**config.mk**
```make
export PLATFORM = sky130hd
export DESIGN_NAME = uwire_eeprom
export DESIGN_NICKNAME = d
export VERILOG_FILES = /design/src/rtl/uwire_eeprom.sv
export SDC_FILE = /design/constraint.sdc
export NUM_CORES = 2
export LEC_CHECK = 0
export CAP_MARGIN = 20
export CORE_MARGIN = 4
export CORE_UTILIZATION = 50
export CTS_CLUSTER_DIAMETER = 120
export CTS_CLUSTER_SIZE = 30
export DETAILED_ROUTE_END_ITERATION = 8
export DONT_BUFFER_PORTS = 1
export GPL_TIMING_DRIVEN = 0
export MAX_ROUTING_LAYER = met4
export PLACE_DENSITY = 0.68
export RECOVER_POWER = 25
export SLEW_MARGIN = 20
export SYNTH_ARGS = -nofsm -noshare
export SYNTH_HDL_FRONTEND = slang
export SYNTH_SLANG_ARGS = --single-unit
```
**constraint.sdc**
```tcl
create_clock -name clk -period 4.74 [get_ports clk]
set_clock_uncertainty 0.2 [all_clocks]
set_input_delay 0.948 -clock clk [delete_from_list [all_inputs] [get_ports clk]]
set_output_delay 0.948 -clock clk [all_outputs]
set_load 0.005 [all_outputs]
```
**src/rtl/uwire_eeprom.sv**
```systemverilog
module uwire_eeprom #(
  parameter bit WIDE_ADDR   = 1'b0,
  parameter int PROG_CYCLES = 8
) (
  input  logic clk,
  input  logic rst_n,
  input  logic cs,
  input  logic sk,
  input  logic di,
  output logic dout
);
  localparam int AW    = WIDE_ADDR ? 8 : 6;
  localparam int DEPTH = 1 << AW;
  localparam int HW    = AW + 2;
  localparam int CW    = $clog2(PROG_CYCLES + 1);

  typedef enum logic [2:0] {S_IDLE = 3'd0, S_HDR = 3'd1, S_DAT = 3'd2,
                            S_RD = 3'd3, S_DONE = 3'd4} st_t;

  st_t            st;
  logic           sk_q, en, busy, armed, fill, rd_bit;
  logic [CW-1:0]  left;
  logic [4:0]     bits;
  logic [HW-1:0]  hdr;
  logic [15:0]    dat, rd_sh;
  logic [AW-1:0]  adr;
  logic [15:0]    mem [DEPTH];

  wire           rise   = sk & ~sk_q;
  wire [HW-1:0]  hdr_nx = {hdr[HW-2:0], di};
  wire [1:0]     op     = hdr_nx[HW-1:HW-2];
  wire [AW-1:0]  a_nx   = hdr_nx[AW-1:0];
  wire [1:0]     ext    = a_nx[AW-1:AW-2];
  wire [15:0]    dat_nx = {dat[14:0], di};

  assign dout = !cs ? 1'b1 :
                (st == S_RD) ? rd_bit :
                (busy && armed) ? 1'b0 : 1'b1;

  always_ff @(posedge clk) begin
    if (!rst_n) begin
      st     <= S_IDLE;
      sk_q   <= 1'b0;
      en     <= 1'b0;
      busy   <= 1'b0;
      armed  <= 1'b0;
      fill   <= 1'b0;
      rd_bit <= 1'b1;
      left   <= '0;
      bits   <= '0;
      hdr    <= '0;
      dat    <= '0;
      rd_sh  <= '0;
      adr    <= '0;
      for (int i = 0; i < DEPTH; i++) mem[i] <= 16'hFFFF;
    end else begin
      sk_q <= sk;
      if (!cs) begin
        st <= S_IDLE;
        if (busy) armed <= 1'b1;
      end else if (rise) begin
        if (busy && armed) begin
          left <= left - 1'b1;
          if (left == CW'(1)) begin
            busy  <= 1'b0;
            armed <= 1'b0;
          end
        end
        case (st)
          S_IDLE: if (!busy && di) begin
            st   <= S_HDR;
            bits <= '0;
            hdr  <= '0;
          end
          S_HDR: begin
            hdr  <= hdr_nx;
            bits <= bits + 1'b1;
            if (bits == 5'(HW - 1)) begin
              bits <= '0;
              adr  <= a_nx;
              fill <= 1'b0;
              st   <= S_DONE;
              case (op)
                2'b10: begin
                  st     <= S_RD;
                  rd_bit <= 1'b0;
                  rd_sh  <= mem[a_nx];
                end
                2'b01: st <= S_DAT;
                2'b11: if (en) begin
                  mem[a_nx] <= 16'hFFFF;
                  busy      <= 1'b1;
                  armed     <= 1'b0;
                  left      <= CW'(PROG_CYCLES);
                end
                default: case (ext)
                  2'b11: en <= 1'b1;
                  2'b00: en <= 1'b0;
                  2'b10: if (en) begin
                    for (int i = 0; i < DEPTH; i++) mem[i] <= 16'hFFFF;
                    busy  <= 1'b1;
                    armed <= 1'b0;
                    left  <= CW'(PROG_CYCLES);
                  end
                  default: begin
                    st   <= S_DAT;
                    fill <= 1'b1;
                  end
                endcase
              endcase
            end
          end
          S_DAT: begin
            dat  <= dat_nx;
            bits <= bits + 1'b1;
            if (bits == 5'd15) begin
              st <= S_DONE;
              if (en) begin
                if (fill) begin
                  for (int i = 0; i < DEPTH; i++) mem[i] <= dat_nx;
                end else begin
                  mem[adr] <= dat_nx;
                end
                busy  <= 1'b1;
                armed <= 1'b0;
                left  <= CW'(PROG_CYCLES);
              end
            end
          end
          S_RD: begin
            if (bits == 5'd16) begin
              st     <= S_DONE;
              rd_bit <= 1'b1;
            end else begin
              rd_bit <= rd_sh[15];
              rd_sh  <= {rd_sh[14:0], 1'b0};
              bits   <= bits + 1'b1;
            end
          end
          default: ;
        endcase
      end
    end
  end
endmodule


```
==> impl_metrics.csv <==
group,metric,value,unit
yosys,yosys_most_used_dff,"edfxtp_1",
clocking,tritoncts.num_buffers,42,
sta,report.final.hold_viol_count,0,
global_routing,globalRouteTotalUtil,35.4,%
critical_path,r2r_setup_slack,-0.08,ns
finish,stdcell_area,54100,um2
detailed_routing,dr_total_vias,34045,
finish,post-route-util,54.7,%
sta,max_freq,207,MHz
run_status,failed_checks,"negative setup slack",
die,pin_count,6,
detailed_routing,initialDrtViolationCount,6446,
sta,setup_slack,-0.0827,ns
yosys,postSynth.asyncResetShare,0,%
run_status,outcome,"finished, violations left",
yosys,post_synth_inst_count,3564,
critical_path,sort_of_element_at_the_end_of_the_critical_path,"register",
power_and_ir_drop,leakage,0.0165,uW
placed_design,port_buffers,0,
critical_path,worstPathMaxFanout,10,
die,die_ht,324,um
min_path,hp-start,"sk",
finish,drive_gt1_share,22.1,%
global_routing,first_global_vias,32695,
clocking,cts_tree,"yes",
clocking,cts_buffer_depth,3,
sta,timing.final.setup_violations,4,
sta,setup_repair_after_global_routing_missed_its_margin,"no",
yosys,post_synthesis_sequential_area_ratio,64.0,%
job,drv.max_cap_violation_count,0,
critical_path,regToRegStartpoint,"hdr[1]",
placed_design,dpl_worst_slack,-0.548,ns
critical_path,crit_required,5.06,ns
placed_design,place.detailed.hpwl,129,mm
sta,post-route-period-util,102,%
placed_design,dpl-instance-area,52700,um2
finish,final_cell_count_no_fill,4984,
detailed_routing,post-route-drc-count,0,
clocking,tritoncts_num_sinks,1086,
sta,min_period,4.82,ns
finish,area_growth_syn_to_layout,8.09,%
critical_path,worst_setup_path_startpoint,"hdr[1]",
clocking,cts.reportedPaths.clkPinSlew,0.12,ns
global_routing,first_pass_grt_wire_length,249,mm
yosys,synth-edff-count,1024,
critical_path,reg2reg_to,"rd_sh[11]",
detailed_routing,ant_nets,0,
critical_path,worst-r2r-cell-count,9,
global_routing,grt_start_max_net_pins,32,
detailed_routing,drt_wl_total,180,mm
finish,layout_commonest_cell,"edfxtp_1",
die,initial_utilization,50.6,%
min_path,hold_path.class,"in -> reg",
die,coreArea,98900,um2
yosys,synthDominantCellAreaShare,61.5,%
critical_path,cp.arrival,5.14,ns
min_path,hold_depth,1,
die,floorplan.die_area,105000,um2
die,core_rows,115,
sta,timing.slew.headroom,7.05,%
finish,layout_common_cells,"edfxtp_1 (1024), a21oi_1 (616), clkbuf_1 (292)",
critical_path,critPathLaunchType,"register",
critical_path,timing_worst_setup_path_type,"reg -> reg",
yosys,synthDominantAreaCellType,"edfxtp_1",
power_and_ir_drop,p_total,16800,uW
sta,worstMarginPinSlew,1.39,ns
sta,slew_viol_final,0,
detailed_routing,detailedRoute.firstPassIterationCount,6,
finish,nNetsFinal,3683,
yosys,mappedNetlistArea,50000,um2
finish,fillers,8134,
clocking,clock_tree.htree_level_count,2,
yosys,syn-mean-instance-area,14.0,um2
global_routing,globalRoute.totalOverflow,0,
detailed_routing,detail_route.wl_per_cell,36.0,um
clocking,worstSkewPairLatency,0.67,ns
placed_design,globalplace.congestion,1.01,
die,die_w,324,um
power_and_ir_drop,peakVddDrop,292,uV
yosys,post_synth_main_area_contributors,"edfxtp_1 (61%), mux4_2 (12%), a21oi_1 (6.2%)",
yosys,synth_fp_nets,3580,
placed_design,placed_cells,4905,
yosys,ys_ff_latch,1086,
yosys,distinct_cell_type_count_after_synthesis,67,
min_path,hold_path_end,"sk_q",
clocking,cts.root.buffer_cell,"clkbuf_16",
power_and_ir_drop,cellPowerDensity,311,nW/um2
global_routing,number_of_antenna_violations_at_the_first_check_in_global_routing,3,
yosys,synth-warning-count,0,
detailed_routing,viasPerCell,6.83,
clocking,hold_buffers,0,
-- worst max-delay path by stage --
stage	end	slack [ns]	cells after the start
after global routing	mem[7][13]	0.004	9
after CTS	mem[23][6]	0.01	10
final	rd_sh[11]	-0.08	9
after detailed placement	mem[7][8]	-0.55	9
after global placement	mem[60][8]	-2.12	7
after floorplan	mem[14][0]	0.33	8
-- metal layers --
layer  track usage [%]  wire [um]
met1              45.7      64400
met2              51.1      78200
met3              9.99      24100
met4              18.9      12900
met5                 -          0
-- Yosys cell counts, types with 23 or more instances --
master    instances
a22oi_1          23
nor2_1          154
nand2b_1        136
nand2_1         127
or2_1            86
clkbuf_1        286
or2_2           278
mux4_2          275
mux2i_1          42
o21ai_0         105
a31oi_1          32
a211oi_1         25
a21oi_1         616
dfxtp_1          62
buf_2            43
edfxtp_1       1024
-- cells by family after synthesis --
group / count (synthesis) / share of synthesized area (%)
flip-flops: 1086 / 64.0
multiplexers: 322 / 13.3
AO/OA/AOI/OAI: 876 / 9.51
buffers and inverters: 366 / 2.88
AND/OR/NAND/NOR: 901 / 9.99
adder cells (fa/ha/maj): 11 / 0.275
XOR/XNOR: 2 / 0.0350
-- critical path, cell delays in order (launching register included) --
cell      delay, ns
dfxtp_1        0.34
buf_2          0.19
buf_2          0.42
clkbuf_1       0.83
clkbuf_1       0.92
nor2b_1        0.11
a211oi_1       0.56
a31oi_1        0.22
a22oi_1        0.71
a31oi_1        0.15
-- flip-flops by register name, summed over array words and instances (netlist names), 3 cells and up --
name,cells
mem,1024
rd_sh,16
dat,15
hdr,7
adr,6
bits,5
left,4
st,3
-- stage by stage --
step / hold WS (ns) / setup TNS, ns
3_5_place_dp: 0.287 / -151.02
4_1_cts: 0.204 / 0
2_1_floorplan: 0.262 / 0
5_1_grt: 0.210 / 0
6_report: 0.231 / -0.152
3_3_place_gp: 0.288 / -1778.07
-- power breakdown --
group          leakage (uW)  internal, uW  switching (uW)  total, uW
sequential           0.0108         10900             124      11000
clock              0.000576          1740            3000       4740
combinational       0.00511           425             652       1080
total                0.0165         13100            3780      16800
-- area by class of cell --
cell class | instances | area, um2 | area share, %
clock buffers | 66 | 1160 | 2.15
flip-flops and latches | 1086 | 32000 | 59.2
repair buffers | 60 | 759 | 1.41
clock inverters | 3 | 37.5 | 0.0694
multi-input cells | 2112 | 17000 | 31.5
inverters | 23 | 86.3 | 0.160
diodes | 5 | 12.5 | 0.0231
plain buffers | 342 | 1380 | 2.56
well taps | 1287 | 1610 | 2.98
-- what timing repair did --
action / CTS / global route
buffers inserted: 0 / 4
endpoints found under the hold margin: 0 / 0
gates cloned: 0 / 0
resized for setup: 6 / 11
setup endpoints to repair: 166 / 571
pin swaps: 0 / 2
Note: power is estimated with default switching activity, not from simulation.
